**src/rtl/ctmr_pkg.sv**
```systemverilog
package ctmr_pkg;
  typedef struct packed {
    logic start;
    logic stop;
  } cmd_t;

  function automatic int pre_addr(int nb, int lane);
    return nb - 1 - lane;
  endfunction

  function automatic int cur_addr(int nb, int lane);
    return 2 * nb - 1 - lane;
  endfunction

  function automatic int start_addr(int nb);
    return 2 * nb;
  endfunction

  function automatic int stop_addr(int nb);
    return 2 * nb + 1;
  endfunction
endpackage

```
**src/rtl/ctmr_regs.sv**
```systemverilog
module ctmr_regs
  import ctmr_pkg::*;
#(
  parameter int CNT_W  = 16,
  parameter int DATA_W = 8,
  parameter int ADDR_W = 3
) (
  input  logic              clk_i,
  input  logic              rst_ni,
  input  logic              we_i,
  input  logic              re_i,
  input  logic [ADDR_W-1:0] addr_i,
  input  logic [DATA_W-1:0] wdata_i,
  output logic [CNT_W-1:0]  preload_o,
  output cmd_t              cmd_o
);
  localparam int NB = CNT_W / DATA_W;

  for (genvar b = 0; b < NB; b++) begin : g_lane
    logic              hit;
    logic [DATA_W-1:0] lane_q;
    assign hit = we_i && (addr_i == ADDR_W'(pre_addr(NB, b)));
    always_ff @(posedge clk_i or negedge rst_ni) begin
      if (!rst_ni)  lane_q <= '0;
      else if (hit) lane_q <= wdata_i;
    end
    assign preload_o[b*DATA_W +: DATA_W] = lane_q;
  end

  // commands are side effects of reads
  assign cmd_o.start = re_i && (addr_i == ADDR_W'(start_addr(NB)));
  assign cmd_o.stop  = re_i && (addr_i == ADDR_W'(stop_addr(NB)));
endmodule

```
**src/rtl/ctmr_rdmux.sv**
```systemverilog
module ctmr_rdmux
  import ctmr_pkg::*;
#(
  parameter int CNT_W  = 16,
  parameter int DATA_W = 8,
  parameter int ADDR_W = 3
) (
  input  logic              re_i,
  input  logic              timer_i,
  input  logic [ADDR_W-1:0] addr_i,
  input  logic [CNT_W-1:0]  cnt_i,
  output logic [DATA_W-1:0] rdata_o
);
  localparam int NB = CNT_W / DATA_W;

  always_comb begin
    rdata_o = '0;
    if (re_i && !timer_i) begin
      for (int b = 0; b < NB; b++) begin
        if (addr_i == ADDR_W'(cur_addr(NB, b))) rdata_o = cnt_i[b*DATA_W +: DATA_W];
      end
    end
  end
endmodule

```
**src/rtl/ctmr_core.sv**
```systemverilog
module ctmr_core
  import ctmr_pkg::*;
#(
  parameter int CNT_W = 16
) (
  input  logic             clk_i,
  input  logic             rst_ni,
  input  logic             tick_i,
  input  logic             timer_i,
  input  cmd_t             cmd_i,
  input  logic [CNT_W-1:0] preload_i,
  output logic [CNT_W-1:0] cnt_o,
  output logic             run_o,
  output logic             wave_o,
  output logic             ready_o
);
  localparam logic [CNT_W-1:0] ONE = CNT_W'(1);

  logic last;
  assign last = (cnt_o == ONE);

  always_ff @(posedge clk_i or negedge rst_ni) begin
    if (!rst_ni) begin
      cnt_o   <= '0;
      run_o   <= 1'b0;
      wave_o  <= 1'b1;
      ready_o <= 1'b0;
    end else if (cmd_i.start) begin
      cnt_o  <= preload_i;
      run_o  <= 1'b1;
      wave_o <= 1'b1;
    end else if (cmd_i.stop) begin
      ready_o <= 1'b0;
      if (!timer_i) begin
        run_o  <= 1'b0;
        wave_o <= 1'b1;
      end
    end else if (run_o && tick_i) begin
      if (timer_i) begin
        if (last) begin
          cnt_o  <= preload_i;  // new reload applies at half-period edge
          wave_o <= ~wave_o;
          if (!wave_o) ready_o <= 1'b1;
        end else begin
          cnt_o <= cnt_o - ONE;
        end
      end else begin
        cnt_o <= cnt_o - ONE;  // wraps past zero
        if (last) begin
          ready_o <= 1'b1;
          wave_o  <= 1'b0;
        end
      end
    end
  end
endmodule

```
**src/rtl/ctmr.sv**
```systemverilog
module ctmr
  import ctmr_pkg::*;
#(
  parameter int CNT_W  = 16,
  parameter int DATA_W = 8,
  parameter int ADDR_W = 3
) (
  input  logic              clk_i,
  input  logic              rst_ni,
  input  logic              tick_i,
  input  logic              timer_i,
  input  logic              we_i,
  input  logic              re_i,
  input  logic [ADDR_W-1:0] addr_i,
  input  logic [DATA_W-1:0] wdata_i,
  output logic [DATA_W-1:0] rdata_o,
  output logic              wave_o,
  output logic              ready_o
);
  logic [CNT_W-1:0] preload;
  logic [CNT_W-1:0] cnt_q;
  logic             run_q;
  cmd_t             cmd;

  ctmr_regs #(.CNT_W(CNT_W), .DATA_W(DATA_W), .ADDR_W(ADDR_W)) u_regs (
    .clk_i, .rst_ni, .we_i, .re_i, .addr_i, .wdata_i,
    .preload_o(preload), .cmd_o(cmd)
  );

  ctmr_core #(.CNT_W(CNT_W)) u_core (
    .clk_i, .rst_ni, .tick_i, .timer_i,
    .cmd_i(cmd), .preload_i(preload),
    .cnt_o(cnt_q), .run_o(run_q), .wave_o, .ready_o
  );

  ctmr_rdmux #(.CNT_W(CNT_W), .DATA_W(DATA_W), .ADDR_W(ADDR_W)) u_rdmux (
    .re_i, .timer_i, .addr_i, .cnt_i(cnt_q), .rdata_o
  );
endmodule

```
**config.mk**
```make
export PLATFORM = sky130hd
export DESIGN_NAME = ctmr
export DESIGN_NICKNAME = d
export VERILOG_FILES = /design/src/rtl/ctmr_pkg.sv /design/src/rtl/ctmr_regs.sv /design/src/rtl/ctmr_rdmux.sv /design/src/rtl/ctmr_core.sv /design/src/rtl/ctmr.sv
export SDC_FILE = /design/constraint.sdc
export NUM_CORES = 1
export LEC_CHECK = 0
export ABC_CLOCK_PERIOD_IN_PS = 2000
export BUFFER_PORTS_ARGS = -buffer_cell sky130_fd_sc_hd__buf_4
export CAP_MARGIN = 20
export CORE_UTILIZATION = 40
export CTS_CLUSTER_SIZE = 24
export DETAILED_ROUTE_END_ITERATION = 12
export PLACE_DENSITY_LB_ADDON = 0.15
export REMOVE_ABC_BUFFERS = 1
export SETUP_SLACK_MARGIN = 0.2
export SYNTH_ARGS = -nofsm -noshare
export SYNTH_HDL_FRONTEND = slang
export SYNTH_SLANG_ARGS = --single-unit
export TNS_END_PERCENT = 1
```
**constraint.sdc**
```tcl
create_clock -name clk_i -period 2 [get_ports clk_i]
set_input_delay 0.3 -clock clk_i [delete_from_list [all_inputs] [get_ports clk_i]]
set_output_delay 0.3 -clock clk_i [all_outputs]
set_load 0.05 [all_outputs]
```
# After elaboration in Yosys (flattened, before gate mapping)
# Cells that the tools add are included.
# classes
add_sub_neg	1
n_eq_ne	11
n_mux	24
bitwise	2
n_reduce_logical	18
# op_table
operator	n
two-way mux 16 bit	5
two-way mux 8 bit	3
equality test 16 x 1 -> 1 bit (second input constant)	1
two-way mux 1 bit	16
subtractor 16 x 1 -> 16 bit (second input constant)	1
AND reduction 4 bit	2
nonzero test 2 bit	4
equality test 3 x 2 -> 1 bit (second input constant)	2
equality test 3 bit (second input constant)	2
logical AND 1 bit	6
nonzero test 3 bit	2
!= test 2 x 1 -> 1 bit (second input constant)	2
!= test 4 x 3 -> 1 bit (second input constant)	1
AND reduction 2 bit	2
equality test 3 x 1 -> 1 bit (second input constant)	1
logical NOT 3 bit	1
!= test 3 x 2 -> 1 bit (second input constant)	1
!= test 3 bit (second input constant)	1
inverter 1 bit	2
logical NOT 1 bit	1
# word_totals
register_bits	35
in_bits	17
output_inout_bits	10
wordCells	62

# Depth between registers and ports, before layout
# Gate-level depths: netlist of run 1.
# logic_depth
ltp_word	6
depth_mapped	8
depth_no_buf	7

# Modules after synthesis
# Synthesis of run 1 repeated with hierarchy kept, for this count alone.
# unflattened
cells_unflattened	203
hier_area_um2	2122.0
# modules_own_cells
mod	n_inst	cells_per_inst	area_each_um2	seq_area_each_um2
ctmr_core	1	146	1350.0	476.7
ctmr_regs	1	38	638.1	400.4
ctmr_rdmux	1	19	133.9	0.0

# Worst setup path before layout of run 1
# No wires, ideal clock.
# synth_path
kind	input-to-output
start	input addr_i[0]
end	output rdata_o[0]
arrival_time_ns	1.694
required_ns	1.700
setup_slack_ns	0.006
cell_stages	4
n_path_buf	2
cell_sequence	clkbuf_1 > clkbuf_1 > mux2i_1 > nor2_1
# synth_via
elab_chain_cells	4
word_cells_on_any_way	5
classes_between	eq/ne (2); mux (3)
# synth_lines
element	line_no	rtl
start: declaration	ctmr.sv:14	input logic [ADDR_W-1:0] addr_i,
equality test 3 x 2 -> 1 bit	ctmr_rdmux.sv:20	if (addr_i == ADDR_W'(cur_addr(NB, b))) rdata_o = cnt_i[b*DATA_W +: DATA_W];
two-way mux 8 bit	ctmr_rdmux.sv:20	
two-way mux 8 bit *	ctmr_rdmux.sv:20	
two-way mux 8 bit *	ctmr_rdmux.sv:18	if (re_i && !timer_i) begin
end: declaration	ctmr.sv:16	output logic [DATA_W-1:0] rdata_o,
# Mark *: on every way between the ends. The rest lies on a longest branch, timed or not.

# Final worst setup path of run 1
# layout_path
start	register u_core.cnt_o[7]
end	register u_core.cnt_o[15]
# layout_via
elab_chain_cells	6
word_cells_on_any_way	7
classes_between	add/sub (1); eq/ne (1); mux (5)
# layout_lines
element	line_no	rtl
start: declaration	ctmr_core.sv:12	output logic [CNT_W-1:0] cnt_o,
start signal: assignment	ctmr_core.sv:29	cnt_o <= preload_i;
start signal: assignment	ctmr_core.sv:41	cnt_o <= preload_i;
start signal: assignment	ctmr_core.sv:45	cnt_o <= cnt_o - ONE;
subtractor 16 x 1 -> 16 bit or equality test 16 x 1 -> 1 bit (tied branches)	ctmr_core.sv:45, ctmr_core.sv:48, ctmr_core.sv:20	
two-way mux 16 bit	ctmr_core.sv:40	if (last) begin
two-way mux 16 bit *	ctmr_core.sv:39	if (timer_i) begin
two-way mux 16 bit *	ctmr_core.sv:38	end else if (run_o && tick_i) begin
two-way mux 16 bit *	ctmr_core.sv:32	end else if (cmd_i.stop) begin
two-way mux 16 bit *	ctmr_core.sv:28	end else if (cmd_i.start) begin
# Mark *: on every way between the ends. The rest lies on a longest branch, timed or not. The select of a mux whose other input is x is not followed.
# A chain may end at the register's enable or synchronous reset.

==> results.sh, run 1 <==
export IMPL_yosysUniqueCellTypes=42
export IMPL_ff2ff_path_depth=5
export IMPL_critPathSlowestCell="or4_4"
export IMPL_path_clk_slew_ps=70
export IMPL_r2r_start="u_core.cnt_o[7]"
export IMPL_drt_iter0_markers=121
export IMPL_synth_most_common_cell="dfrtp_1"
export IMPL_fp_dieW_um=72.8
export IMPL_drive_gt1_frac=0.377
export IMPL_wl_um=5280
export IMPL_yosysWarnings=0
export IMPL_period_needed_ps=2010
export IMPL_slew_viol_final=0
export IMPL_vias_per_cell=5.38
export IMPL_max_stage_delay_ps=590
export IMPL_outcome="finished with violations"
export IMPL_cts_buffers=5
export IMPL_grt_first_pass_wirelength_um=8730
export IMPL_setup_slack_ps=-11.2
export IMPL_fin_worst_skew_ps=2.51
export IMPL_cp_arrival_ps=2240
export IMPL_design_area_mm2=0.00265
export IMPL_drcViolationCount=0
export IMPL_yosys_register_bits=35
export IMPL_clock_root_buffer="clkbuf_8"
export IMPL_ys_seq_area_frac=0.437
export IMPL_max_freq_mhz=497
export IMPL_start_util=0.419
export IMPL_antenna_found_initial=0
export IMPL_hold_viol=0
export IMPL_synth_ff_type="dfrtp_1"
export IMPL_start_kind="flip-flop"
export IMPL_die_h_um=72.8
export IMPL_row_count=25
export IMPL_max_vdd_ir_drop_v=0.000497
export IMPL_nNetsFinal=275
export IMPL_synth_edf_count=0
export IMPL_synth_area_top_cells="dfrtp_1 42%, mux2_2 9.0%, mux2i_1 7.5%, nand3_1 3.2%, nand2_1 3.0%"
export IMPL_rr_endpoint="u_core.cnt_o[15]"
export IMPL_worstSetupPathType="reg2reg"
export IMPL_max_cap_viol_count=0
export IMPL_synthArstFlopShare=1.00
export IMPL_port_buffers=26
export IMPL_cpMostUsedCell="or4_4"
export IMPL_grt_pass1_vias=1792
export IMPL_min_period_over_period=1.01
export IMPL_synthesis_area_mm2=0.00201
export IMPL_pwr_density_cell_mw_per_mm2=869
export IMPL_avgSynthCellArea_um2=9.94
export IMPL_core_mm2=0.00479
export IMPL_first_pass_iters=4
export IMPL_wl_per_cell_um=16.3
export IMPL_synth_cells=202
export IMPL_cellLeakagePower_nw=1.16
export IMPL_crit_required_ps=2230
export IMPL_critPathMaxFanout=3
export IMPL_cts_tree="built"
export IMPL_die_area_mm2=0.00530
export IMPL_synth_top_area_frac=0.424
export IMPL_min_delay_path_class="in2reg"
export IMPL_worstSetupEndpointType="flip-flop"
export IMPL_maxSlewHeadroom=0.693
export IMPL_stdcell_count=324
export IMPL_grt_usage=0.220
export IMPL_gp_congestion=0.825
export IMPL_ant_nets=0
export IMPL_clock_latency_ps=290
export IMPL_clock_sinks=35
export IMPL_overflow=0
export IMPL_max_clock_path_buffers=2
export IMPL_worst_slew_pin_slew_ps=461
export IMPL_io_pins=27
export IMPL_htreeDepth=2
export IMPL_holdPathStages=2
export IMPL_setup_viol=1
export IMPL_rsz0062_at_grt="yes"
export IMPL_vias=1742
export IMPL_dpl_instance_area_mm2=0.00249
export IMPL_grt_max_degree=36
export IMPL_hp_start="wdata_i[5]"
export IMPL_syn_to_final_growth_pct=31.9
export IMPL_ff2ff_setup_slack_ps=-10
export IMPL_holdPathEnd="u_regs.g_lane[1].lane_q[5]"
export IMPL_synth_largest_area_cell="dfrtp_1"
export IMPL_diodes=0
export IMPL_dp_cells=315
export IMPL_synthTopCellsByCount="34 x dfrtp_1, 16 x mux2_2, 16 x nand2_1"
export IMPL_violations="negative setup slack"
export IMPL_crit_chain="or4_4, nor3_4, nand3b_1, or4_4, nand3_2"
export IMPL_hpwlAfterDp_um=3660
-- where the power goes --
group / internal (mW) / switching [mW] / total, mW
clock: 0.281 / 0.270 / 0.551
combinational: 0.368 / 0.363 / 0.731
sequential: 0.875 / 0.143 / 1.02
-- metrics by stage --
| step | hold WS, ps | setup WS, ps | util | power [mW] | setup TNS (ps) |
|---|---|---|---|---|---|
| floorplan | 4.41 | 15.4 | - | 1.36 | 0 |
| global placement | 294 | -15.5 | 0.519 | 1.72 | -15.5 |
| finish | 245 | -11.2 | 0.553 | 2.30 | -11.2 |
| detailed placement | 291 | -33.3 | 0.519 | 1.73 | -33.3 |
| CTS | 240 | 27.5 | 0.545 | 2.30 | 0 |
| global route | 236 | -89.4 | 0.553 | 2.43 | -235 |
-- worst max path at each step --
stage	endpoint	startpoint	slack [ps]	depth (start not counted)
global placement	u_core.cnt_o[12]	u_core.cnt_o[0]	-20	8
global route	u_core.cnt_o[15]	u_core.cnt_o[4]	-90	5
floorplan	u_core.cnt_o[4]	u_core.cnt_o[4]	20	5
CTS	u_core.cnt_o[15]	u_core.cnt_o[7]	30	5
detailed placement	u_core.cnt_o[12]	u_core.cnt_o[0]	-30	8
finish	u_core.cnt_o[15]	u_core.cnt_o[7]	-10	5
-- what timing repair did --
action                     CTS  global route
resized for setup            4             6
pin swaps                    2             1
setup endpoints to repair   14            16
buffers inserted             0             0
hold buffers                 1             0
hold endpoints to repair    34             0
-- layout by cell type (no fill, tap or decap), types with 6 or more instances in the layout --
cell	instances
mux2i_1	15
nand3_1	12
buf_4	55
a21oi_1	8
o21ai_0	11
inv_1	7
nor2_1	15
mux2_2	16
clkbuf_8	6
nand2_1	16
dfrtp_1	34
-- flip-flops by register name (all words and copies together) (netlist names) --
| name | count |
|---|---|
| u_core.run_o | 1 |
| u_core.cnt_o | 16 |
| u_core.wave_o | 1 |
| u_regs.g_lane.lane_q | 16 |
| u_core.ready_o | 1 |
-- worst max-delay path: cells and delay by family (launching register included) --
kind             cells  cell delay [ps]
DFF                  1              410
and+or+nand+nor      5             1540
-- layer usage --
layer	vias up	track usage	routed length [um]
met2	32	0.371	2630
met5	-	0	0
met3	4	0.0373	158
met1	852	0.284	2450
met4	0	0.0784	38
li1	854	-	-
-- cell families after synthesis --
logic type / after synthesis / synth area share
compound gates: 42 / 0.142
mux: 31 / 0.165
flops: 35 / 0.437
fa+ha+maj: 2 / 0.0125
simple gates: 75 / 0.209
buf+inv: 17 / 0.0349
-- area by class of cell --
cell class	count	area, um2
fillers	432	2140
flip-flops and latches	35	877
clock inverters	2	16.3
multi-input cells	150	1120
well taps	67	83.8
inverters	7	26.3
clock buffers	6	82.6
repair buffers	57	443
No activity file was read; power rests on OpenSTA's default activity.
==> inputs of run 2 (changes only) <==
Settings changed: GPL_ROUTABILITY_DRIVEN from default to 0, SKIP_LAST_GASP from default to 1.
==> run 2 against run 1 <==
- highest routed layer unchanged
- die area is the same
- the run still ends with negative setup slack left
- global-route usage is the same
- critical path type unchanged
- register-to-register slack is essentially flat
- routed wire length shrank 0.68%
==> results.sh, run 2 (same netlist as run 1, synthesis figures left out) <==
export IMPL_power_total_mw=2.28
export IMPL_cp_arrival_ps=2240
export IMPL_timing_hold_ws_ps=250
export IMPL_drt_iter0_markers=95
export IMPL_slew_viol_final=0
export IMPL_die_area_mm2=0.00530
export IMPL_ff2ff_setup_slack_ps=-20
export IMPL_overflow=0
export IMPL_pwr_density_cell_mw_per_mm2=866
export IMPL_io_pins=27
export IMPL_syn_to_final_growth_pct=31.1
export IMPL_max_cap_viol_count=0
export IMPL_clock_sinks=35
export IMPL_stdcell_count=326
export IMPL_largestRegisters="u_core.cnt_o x16, u_regs.g_lane.lane_q x16"
export IMPL_clock_latency_ps=280
export IMPL_grt_first_pass_wirelength_um=8730
export IMPL_outcome="finished with violations"
export IMPL_drcViolationCount=0
export IMPL_max_vdd_ir_drop_v=0.000496
export IMPL_drive_gt1_frac=0.363
export IMPL_use_met2=0.371
export IMPL_first_pass_iters=4
export IMPL_final_common_cell="buf_4"
export IMPL_max_clock_path_buffers=2
export IMPL_cts_tree="built"
export IMPL_core_mm2=0.00479
export IMPL_critPathBufInv=1
export IMPL_rsz0062_at_grt="yes"
export IMPL_period_needed_ps=2020
export IMPL_worst_slew_pin_slew_ps=460
export IMPL_final_cell_mix="57 x buf_4, 34 x dfrtp_1, 16 x nand2_1, 16 x mux2_2, 15 x mux2i_1"
export IMPL_path_clk_slew_ps=70
export IMPL_antenna_found_initial=0
export IMPL_worstSetupEndpointType="flip-flop"
export IMPL_fp_dieW_um=72.8
export IMPL_htreeDepth=2
export IMPL_violations="negative setup slack"
export IMPL_start_kind="flip-flop"
export IMPL_cts_buffers=5
export IMPL_grtUsageMet1=0.284
export IMPL_worstSetupPathType="reg2reg"
export IMPL_critPathMaxFanout=4
export IMPL_crit_family="simple AND/OR/NAND/NOR gates"
export IMPL_cellLeakagePower_nw=1.17
export IMPL_clock_root_buffer="clkbuf_8"
export IMPL_vias_per_cell=5.41
export IMPL_max_freq_mhz=496
export IMPL_row_count=25
export IMPL_critPathSlowestCell="or4_4"
export IMPL_nNetsFinal=277
export IMPL_max_stage_delay_ps=500
export IMPL_grt_busiest_layer="met2"
export IMPL_start_util=0.419
export IMPL_port_buffers=26
export IMPL_grt_max_degree=36
export IMPL_diodes=0
export IMPL_vias=1763
export IMPL_crit_required_ps=2220
export IMPL_fin_setup_tns_ps=-17.5
export IMPL_setup_slack_ps=-17.5
export IMPL_wl_per_cell_um=16.1
export IMPL_wl_um=5240
export IMPL_grt_usage=0.220
export IMPL_maxSlewHeadroom=0.693
export IMPL_die_h_um=72.8
export IMPL_min_period_over_period=1.01
export IMPL_min_delay_path_class="in2reg"
export IMPL_grt_pass1_vias=1791
export IMPL_ant_nets=0
export IMPL_setup_viol=1
export IMPL_hold_viol=0
export IMPL_hpwlAfterDp_um=3660
export IMPL_pre_cts_slack_ps=-33.3
export IMPL_use_met3=0.0373
export IMPL_dp_cells=315
export IMPL_fin_worst_skew_ps=2.37
export IMPL_crit_chain="buf_4, or4_4, nor3_4, nand3b_1, or4_1, nand3_1"
export IMPL_nFillCells=434
run 2: worst paths after layout:
path,endpoint,from,cells past startpoint
max,u_core.cnt_o[15],u_core.cnt_o[1],6
min,u_regs.g_lane[1].lane_q[5],wdata_i[5],2
max reg2reg,u_core.cnt_o[15],u_core.cnt_o[1],6
min reg2reg,u_regs.g_lane[0].lane_q[5],u_regs.g_lane[0].lane_q[5],1
max in group asynchronous,u_core.wave_o,rst_ni,2
min in group asynchronous,u_core.run_o,rst_ni,2
run 2: cell type report:
class | count | area, um2 | area share
multi-input combinational | 150 | 1090 | 0.413
tap | 67 | 83.8 | 0.0319
inverter | 7 | 26.3 | 0.00999
timing repair buffer | 59 | 458 | 0.174
clock inverter | 2 | 16.3 | 0.00618
clock buffer | 6 | 82.6 | 0.0314
sequential | 35 | 877 | 0.333
run 2: timing repair:
action | 4_1_cts | 5_1_grt
pin swaps | 0 | 1
gates resized for setup | 1 | 4
endpoints found under the setup margin | 14 | 17
endpoints found under the hold margin | 34 | 0
setup buffers | 0 | 2
hold buffers | 1 | 0
gates cloned | 0 | 0
run 2: worst register-to-register path: stages, from the launching register on:
cell,delay (ps)
dfrtp_1,380
buf_4,150
or4_4,500
nor3_4,210
nand3b_1,130
or4_1,490
nand3_1,90
run 2: where the power goes:
part	internal [mW]	switching (mW)
sequential	0.875	0.134
combinational	0.366	0.357
clock	0.281	0.265
run 2: per-layer routing:
| layer | wire [um] | part of all wire | vias to the layer above |
|---|---|---|---|
| li1 | - | - | 860 |
| met1 | 2500 | 0.48 | 864 |
| met2 | 2540 | 0.49 | 32 |
| met3 | 140 | 0.027 | 7 |
| met4 | 60 | 0.011 | 0 |
| met5 | 0 | 0 | - |
run 2: through the flow:
stage                     utilization  area [um2]
final                           0.550        2630
after global routing            0.550        2630
after CTS                       0.544        2600
after detailed placement        0.519        2490
after global placement          0.519        2490
after floorplan                     -        1960
